## config.mk

```make
export PLATFORM = sky130hd
export DESIGN_NAME = burst_col_gen
export DESIGN_NICKNAME = d
export VERILOG_FILES = /design/src/rtl/bcg_pkg.sv /design/src/rtl/bcg_len_decode.sv /design/src/rtl/bcg_cfg_hold.sv /design/src/rtl/bcg_beat_ctrl.sv /design/src/rtl/bcg_addr_form.sv /design/src/rtl/burst_col_gen.sv
export SDC_FILE = /design/constraint.sdc
export NUM_CORES = 1
export LEC_CHECK = 0
export CORE_AREA = 2 2 58 60
export CTS_BUF_LIST = sky130_fd_sc_hd__clkbuf_4 sky130_fd_sc_hd__clkbuf_8 sky130_fd_sc_hd__clkbuf_16
export DETAILED_ROUTE_END_ITERATION = 6
export DIE_AREA = 0 0 60 62
export GPL_TIMING_DRIVEN = 0
export PLACE_DENSITY = 0.71
export SYNTH_ARGS = -nofsm -noshare
export SYNTH_HDL_FRONTEND = slang
export SYNTH_SLANG_ARGS = --single-unit
```

## constraint.sdc

```tcl
create_clock -name clk -period 2.56 [get_ports clk]
set_clock_uncertainty 0.2 [all_clocks]
set_input_delay 0.512 -clock clk [delete_from_list [all_inputs] [get_ports clk]]
set_output_delay 0.512 -clock clk [all_outputs]
set_load 0.05 [all_outputs]
```

## src/rtl/bcg_pkg.sv

```systemverilog
`timescale 1ns/1ps
// Package bcg_pkg
// Shared encodings of the burst column address generator.
// Assumes the burst length code is 3 bits wide.
package bcg_pkg;

    // Burst length codes seen on burst_len_i
    localparam logic [2:0] LEN_CODE_1    = 3'd0;
    localparam logic [2:0] LEN_CODE_2    = 3'd1;
    localparam logic [2:0] LEN_CODE_4    = 3'd2;
    localparam logic [2:0] LEN_CODE_8    = 3'd3;
    localparam logic [2:0] LEN_CODE_PAGE = 3'd7;

    // Address ordering inside an aligned block
    typedef enum logic {
        ORDER_LINEAR = 1'b0,
        ORDER_XOR    = 1'b1
    } order_e;

endpackage

```

## src/rtl/bcg_len_decode.sv

```systemverilog
`timescale 1ns/1ps
// Module bcg_len_decode
// Turns a burst length code into a block mask (burst length minus one)
// and a full-page flag. Unsupported codes decode as length 1.
// Assumes COL_W >= 3 so that length 8 fits inside the column.
module bcg_len_decode #(
    parameter int COL_W = 8
) (
    input  logic [2:0]       code_i,
    output logic [COL_W-1:0] mask_o,
    output logic             full_o
);
    import bcg_pkg::*;

    // Decode the length code into mask and full-page flag
    always_comb begin
        mask_o = '0;
        full_o = 1'b0;
        case (code_i)
            LEN_CODE_2:    mask_o = COL_W'(1);
            LEN_CODE_4:    mask_o = COL_W'(3);
            LEN_CODE_8:    mask_o = COL_W'(7);
            LEN_CODE_PAGE: begin
                mask_o = '1;
                full_o = 1'b1;
            end
            default:       mask_o = '0;
        endcase
    end
endmodule

```

## src/rtl/bcg_cfg_hold.sv

```systemverilog
`timescale 1ns/1ps
// Module bcg_cfg_hold
// Captures start column, block mask, full-page flag and ordering on
// each start strobe and holds them for the whole burst.
// Assumes the decoded config is valid in the cycle of the strobe.
module bcg_cfg_hold #(
    parameter int COL_W = 8
) (
    input  logic                clk,
    input  logic                rst_n,
    input  logic                load_i,
    input  logic [COL_W-1:0]    col_i,
    input  logic [COL_W-1:0]    mask_i,
    input  logic                full_i,
    input  bcg_pkg::order_e     order_i,
    output logic [COL_W-1:0]    col_o,
    output logic [COL_W-1:0]    mask_o,
    output logic                full_o,
    output bcg_pkg::order_e     order_o
);
    import bcg_pkg::*;

    // Register the burst configuration on a start strobe
    always_ff @(posedge clk) begin
        if (!rst_n) begin
            col_o   <= '0;
            mask_o  <= '0;
            full_o  <= 1'b0;
            order_o <= ORDER_LINEAR;
        end else if (load_i) begin
            col_o   <= col_i;
            mask_o  <= mask_i;
            full_o  <= full_i;
            // full page is linear whatever ordering was asked for
            order_o <= full_i ? ORDER_LINEAR : order_i;
        end
    end
endmodule

```

## src/rtl/bcg_beat_ctrl.sv

```systemverilog
`timescale 1ns/1ps
// Module bcg_beat_ctrl
// Counts beats of the current burst and keeps the valid flag.
// A start restarts the count at zero; a stop or the final beat of a
// fixed-length burst clears valid. Start wins over stop.
// Assumes mask_i/full_i belong to the burst in progress.
module bcg_beat_ctrl #(
    parameter int COL_W = 8
) (
    input  logic             clk,
    input  logic             rst_n,
    input  logic             start_i,
    input  logic             stop_i,
    input  logic [COL_W-1:0] mask_i,
    input  logic             full_i,
    output logic [COL_W-1:0] beat_o,
    output logic             valid_o,
    output logic             last_o
);
    logic at_end;

    // Final beat of a fixed-length burst
    always_comb at_end = valid_o && !full_i && (beat_o == mask_i);

    // Advance the beat counter and track whether a burst is running
    always_ff @(posedge clk) begin
        if (!rst_n) begin
            beat_o  <= '0;
            valid_o <= 1'b0;
        end else if (start_i) begin
            beat_o  <= '0;
            valid_o <= 1'b1;
        end else if (valid_o) begin
            if (stop_i || at_end) begin
                valid_o <= 1'b0;
            end else begin
                beat_o <= beat_o + 1'b1;
            end
        end
    end

    assign last_o = at_end;
endmodule

```

## src/rtl/bcg_addr_form.sv

```systemverilog
`timescale 1ns/1ps
// Module bcg_addr_form
// Forms the column address from the held start column and beat count:
// bits above the mask come from the start column, bits under the mask
// are start offset plus beat (linear) or start offset XOR beat.
// Purely combinational.
module bcg_addr_form #(
    parameter int COL_W = 8
) (
    input  logic [COL_W-1:0] base_i,
    input  logic [COL_W-1:0] mask_i,
    input  bcg_pkg::order_e  order_i,
    input  logic [COL_W-1:0] beat_i,
    output logic [COL_W-1:0] col_o
);
    import bcg_pkg::*;

    logic [COL_W-1:0] lin_off;
    logic [COL_W-1:0] xor_off;

    // Both candidate offsets inside the block
    always_comb begin
        lin_off = base_i + beat_i;
        xor_off = base_i ^ beat_i;
    end

    // Per-bit select: fixed upper bit or generated lower bit
    for (genvar b = 0; b < COL_W; b++) begin : g_bit
        always_comb begin
            if (!mask_i[b])
                col_o[b] = base_i[b];
            else if (order_i == ORDER_XOR)
                col_o[b] = xor_off[b];
            else
                col_o[b] = lin_off[b];
        end
    end
endmodule

```

## src/rtl/burst_col_gen.sv

```systemverilog
`timescale 1ns/1ps
// Module burst_col_gen
// Top of the burst column address generator. A start strobe samples the
// start column, length code and ordering; from the next cycle one column
// address per clock is produced with valid and last-beat flags.
// Assumes synchronous active-low reset and COL_W >= 3.
module burst_col_gen #(
    parameter int COL_W = 8
) (
    input  logic             clk,
    input  logic             rst_n,
    input  logic             start_i,
    input  logic [COL_W-1:0] start_col_i,
    input  logic [2:0]       burst_len_i,
    input  logic             interleave_i,
    input  logic             stop_i,
    output logic [COL_W-1:0] col_o,
    output logic             valid_o,
    output logic             last_o
);
    import bcg_pkg::*;

    logic [COL_W-1:0] dec_mask;
    logic             dec_full;
    logic [COL_W-1:0] hold_col;
    logic [COL_W-1:0] hold_mask;
    logic             hold_full;
    order_e           hold_order;
    order_e           req_order;
    logic [COL_W-1:0] beat;

    // Map the ordering input onto the package enum
    always_comb req_order = interleave_i ? ORDER_XOR : ORDER_LINEAR;

    bcg_len_decode #(.COL_W(COL_W)) u_dec (
        .code_i (burst_len_i),
        .mask_o (dec_mask),
        .full_o (dec_full)
    );

    bcg_cfg_hold #(.COL_W(COL_W)) u_cfg (
        .clk     (clk),
        .rst_n   (rst_n),
        .load_i  (start_i),
        .col_i   (start_col_i),
        .mask_i  (dec_mask),
        .full_i  (dec_full),
        .order_i (req_order),
        .col_o   (hold_col),
        .mask_o  (hold_mask),
        .full_o  (hold_full),
        .order_o (hold_order)
    );

    bcg_beat_ctrl #(.COL_W(COL_W)) u_ctrl (
        .clk     (clk),
        .rst_n   (rst_n),
        .start_i (start_i),
        .stop_i  (stop_i),
        .mask_i  (hold_mask),
        .full_i  (hold_full),
        .beat_o  (beat),
        .valid_o (valid_o),
        .last_o  (last_o)
    );

    bcg_addr_form #(.COL_W(COL_W)) u_addr (
        .base_i  (hold_col),
        .mask_i  (hold_mask),
        .order_i (hold_order),
        .beat_i  (beat),
        .col_o   (col_o)
    );
endmodule

```

Word level (Yosys, flattened, before mapping)
Cells that the tools add are included.
Storage, ports and cells
  bits in registers: 27
  output and inout bits: 10
  input port bits: 16
Cells by class
  $add $sub $neg: 2
  reductions and logical operators: 6
  equal/unequal tests: 5
  multiplexer cells: 23
  bitwise operators: 3
Operator list (number)
  $pmux W8 S4: 1
  $mux W1: 22
  $add A8 B1 Y8 const B: 1
  $add A8 B8 Y8: 1
  $eq A8 B8 Y1: 1
  $xor A8 B8 Y8: 1
  $eq A3 B2 Y1 const B: 2
  $eq A3 B1 Y1 const B: 1
  $eq A3 B3 Y1 const B: 1
  $logic_and A1 B1 Y1: 2
  $not A1 Y1: 2
  $reduce_and A2 Y1: 1
  $reduce_or A2 Y1: 1
  $logic_not A1 Y1: 1
  $logic_or A1 B1 Y1: 1

Depth between registers and ports, before layout
  depth after elaboration: 7
  mapped depth: 8

Hierarchy
From an unflattened synthesis, not the netlist that was laid out.
Second synthesis, totals
  cell total of the unflattened synthesis: 191
  area total of the unflattened synthesis: 1715.4 sq um
Modules (own cells, without submodules)
  bcg_cfg_hold: cells an instance 58, area each 693.2 sq um, times used 1, seq. area each 360.3 sq um
  bcg_beat_ctrl: cells an instance 61, area each 525.5 sq um, times used 1, seq. area each 180.2 sq um
  bcg_addr_form: cells an instance 61, area each 420.4 sq um, times used 1, seq. area each 0.0 sq um
  bcg_len_decode: cells an instance 11, area each 76.3 sq um, times used 1, seq. area each 0.0 sq um

Worst setup path before layout
No wires, ideal clock.
  path type: reg2out
  start: reg u_ctrl.beat_o[0]
  end: out col_o[4]
  slack: -420 ps
  stages on the path, launching flop included: 9
  arrival time: 2268 ps
  path buffers: 0
  cells stage by stage: dfxtp_1 ha_1 inv_1 fa_1 nor2b_4 o21ai_2 a21oi_1 xnor2_1 a21oi_1
On the way
  cells in the longest elaborated chain, start to end: 3
RTL lines
  start: declaration: line bcg_beat_ctrl.sv:16  | output logic [COL_W-1:0] beat_o,
  start signal: assignment: line bcg_beat_ctrl.sv:37  | beat_o <= beat_o + 1'b1;
  $add A8 B8 Y8: line bcg_addr_form.sv:23  | lin_off = base_i + beat_i;
  $mux W1: line bcg_addr_form.sv:32  | else if (order_i == ORDER_XOR)
  $mux W1: line bcg_addr_form.sv:30  | if (!mask_i[b])
  end: declaration: line burst_col_gen.sv:17  | output logic [COL_W-1:0] col_o,
No other way between the ends.

Worst setup path after layout
  start: reg u_cfg.col_o[0]
  end: out col_o[4]
On the way
  cells in the longest elaborated chain, start to end: 3
RTL lines
  start: declaration: line bcg_cfg_hold.sv:16  | output logic [COL_W-1:0] col_o,
  start signal: assignment: line bcg_cfg_hold.sv:31  | col_o <= col_i;
  $add A8 B8 Y8: line bcg_addr_form.sv:23
  $mux W1: line bcg_addr_form.sv:32
  $mux W1: line bcg_addr_form.sv:30
No other way between the ends.

==> impl_metrics.env <==
export IMPL_static_leakage_power_nw=0.795
export IMPL_antenna_cells=0
export IMPL_finish_utilization=0.652
export IMPL_internal_power_mw=0.530
export IMPL_synth_cell_types=38
export IMPL_setup_viol=6
export IMPL_ir_worst_vdd_mv=0.235
export IMPL_grt_overflow=0
export IMPL_hold_viol_final=0
export IMPL_synth_edf_count=0
export IMPL_power_frac_seq=0.477
export IMPL_grt_max_degree=13
export IMPL_synthArstFlopShare=0
export IMPL_gr_usage_all_layers=0.202
export IMPL_die_h_um=62
export IMPL_ys_seq_area_frac=0.321
export IMPL_die_x_um=60
export IMPL_core_area_mm2=0.00318
export IMPL_drv_slew=0
export IMPL_dp_cells=231
export IMPL_worstMarginPinSlew_ns=0.569
export IMPL_io_pins=26
export IMPL_io_buffer_count=24
export IMPL_muxShareOfSynthArea=0.0738
export IMPL_drtIter0Drc=43
export IMPL_p_clk_frac=0.260
export IMPL_antenna_found_initial=0
export IMPL_switchingPower_mw=0.234
export IMPL_design_area_mm2=0.00207
export IMPL_die_area_mm2=0.00372
export IMPL_cts_tree="built"
export IMPL_avgSynthCellArea_um2=8.53
export IMPL_period_needed_ns=2.94
export IMPL_detail_route_wl_per_cell_um=14.3
export IMPL_yosysWarnings=0
export IMPL_layout_drive_gt1_share=0.357
export IMPL_power_density_mw_per_mm2=368
export IMPL_drv_cap=0
export IMPL_status="finished with violations"
export IMPL_instances_no_fill=253
export IMPL_fin_crit_sh=1.15
export IMPL_syn_to_final_growth_pct=50.9
export IMPL_via_per_inst=5.17
export IMPL_syn_area_mm2=0.00137
export IMPL_synthCells=161
export IMPL_startpoint_type="flop"
export IMPL_antenna_left=0
export IMPL_clk_path_buf_depth=2
export IMPL_cts_root_buffer="clkbuf_4"
export IMPL_final_seq_area_um2=478
export IMPL_setup_ws_ns=-0.380
export IMPL_combPwrFrac=0.263
export IMPL_clk_pin_slew_ns=0.13
export IMPL_synth_compound_area_frac=0.160
export IMPL_synth_simple_gate_area_share=0.227
export IMPL_endpoint_kind="output port"
export IMPL_layout_nets=233
export IMPL_grt_pass1_vias=1225
export IMPL_route_detailed_drc=0
export IMPL_vias=1307
export IMPL_crit_required_ns=1.85
export IMPL_fmax_ghz=0.340
export IMPL_path_class="reg -> out"
export IMPL_path_cells="ha_4 > inv_2 > fa_2 > nor2b_4 > o21ai_2 > buf_4 > a21oi_4 > xnor2_1 > a21oi_2 > buf_6"
export IMPL_p_sw_frac=0.307
export IMPL_ys_ff_latch=22
export IMPL_layout_commonest_cell="buf_4"
export IMPL_rsz0062_at_grt="true"
export IMPL_clock_sinks=22
export IMPL_start_util=0.432
export IMPL_gp_congestion=0.882
export IMPL_worstPathArrival_ns=2.23
export IMPL_violations="negative setup slack"
export IMPL_layout_common_cells="buf_4, nor2_1, clkdlybuf4s50_1"
export IMPL_synth_top_family_by_area="simple AND/OR/NAND/NOR gates"
export IMPL_firstDrtPassIters=4
export IMPL_cts_buffers=3
export IMPL_dp_hpwl_mm=2.28
export IMPL_multiInputGateArea_mm2=0.00106
export IMPL_cpPeakStageDelay_ns=0.39
export IMPL_cts_max_level=1
export IMPL_routed_wl_mm=3.62
export IMPL_fp_row_count=21
export IMPL_placed_cell_area_mm2=0.00172
export IMPL_timing_hold_ws_ns=0.348
export IMPL_hp_class="reg -> reg"
export IMPL_synthAdderAreaFrac=0.0874
export IMPL_clock_latency_ns=0.32
export IMPL_synth_xor_area_share=0.0893
export IMPL_ys_flop_type="dfxtp_1"
export IMPL_nFillCells=261
export IMPL_syn_num_nets=186
export IMPL_grt_pass1_wl_mm=5.56
export IMPL_slew_headroom=0.621
export IMPL_slowest_stage="fa_2"
export IMPL_crit_fanout=2
-- cells by family after synthesis --
family / after synthesis
muxes: 10
adders and majority gates: 9
and+or+nand+nor: 58
DFF: 22
buffers and inverters: 14
AOI/OAI and AO/OA: 34
xor gates and xnor gates: 14
-- routing by layer --
metal,share of wire,vias to the layer above,global-route usage
met4,0.029,0,0.0667
met3,0.034,10,0.0248
met2,0.54,30,0.387
met5,0,-,0
met1,0.40,613,0.231
li1,-,654,-
-- registers in the layout, summed over array words and instances (netlist names) --
register        cells
u_cfg.col_o         8
u_cfg.full_o        1
u_cfg.mask_o        3
u_cfg.order_o       1
u_ctrl.beat_o       8
u_ctrl.valid_o      1
-- worst max-delay path, delay by kind of cell, from the launching register on --
family / cells / cell delay, ns
adders and majority gates: 2 / 0.54
DFF: 1 / 0.38
AOI/OAI and AO/OA: 3 / 0.38
buffers and inverters: 3 / 0.36
and+or+nand+nor: 1 / 0.12
xor gates and xnor gates: 1 / 0.12
-- final cells by class --
| type | count | share of cell area |
|---|---|---|
| Buffer | 5 | 0.0115 |
| Clock buffer | 4 | 0.0175 |
| Inverter | 9 | 0.0163 |
| Multi-Input combinational cell | 125 | 0.511 |
| Sequential cell | 22 | 0.231 |
| Tap cell | 46 | 0.0278 |
| Timing Repair Buffer | 42 | 0.186 |
-- repair_timing --
item | 4_1_cts | 5_1_grt
hold buffers | 0 | 0
cloned | 0 | 0
resized for setup | 86 | 14
buffers inserted | 16 | 2
endpoints found under the setup margin | 9 | 8
pin swaps | 20 | 7
-- cells in the mapped netlist (3+ instances only) --
master	count	area share
nand2_1	11	0.030
nand3_1	6	0.022
inv_1	9	0.025
xnor2_1	8	0.051
a21boi_0	4	0.022
nand3b_1	3	0.016
a21oi_1	6	0.022
dfxtp_1	22	0.32
nor2b_1	9	0.041
o21ai_0	8	0.029
nor2_1	16	0.044
mux2i_1	9	0.066
ha_1	8	0.073
xor2_1	6	0.038
a211oi_1	3	0.016
clkbuf_1	3	0.0082
-- final timing paths --
path / slack [ns] / cells after the start / endpoint / start
min: 0.35 / 2 / u_cfg.mask_o[1] / u_cfg.mask_o[1]
min reg2reg: 0.35 / 2 / u_cfg.mask_o[1] / u_cfg.mask_o[1]
max: -0.38 / 10 / col_o[4] / u_cfg.col_o[0]
max reg2reg: 0.92 / 6 / u_ctrl.beat_o[1] / u_ctrl.beat_o[0]
-- stage by stage --
stage | setup WS (ns) | setup TNS, ns | power (mW)
4_1_cts | -0.305 | -0.865 | 0.762
3_3_place_gp | -0.709 | -3.40 | 0.546
5_1_grt | -0.461 | -2.01 | 0.804
3_5_place_dp | -0.719 | -3.48 | 0.550
2_1_floorplan | -0.00348 | -0.00348 | 0.488
6_report | -0.380 | -1.37 | 0.764
-- power by group through the flow --
stage	clock network (mW)	logic, mW	registers (mW)
floorplan	0	0.113	0.375
global placement	0	0.171	0.375
detailed placement	0	0.174	0.376
CTS	0.203	0.194	0.365
global route	0.222	0.216	0.366
finish	0.199	0.201	0.364
Power figures use the tool's default switching activity.
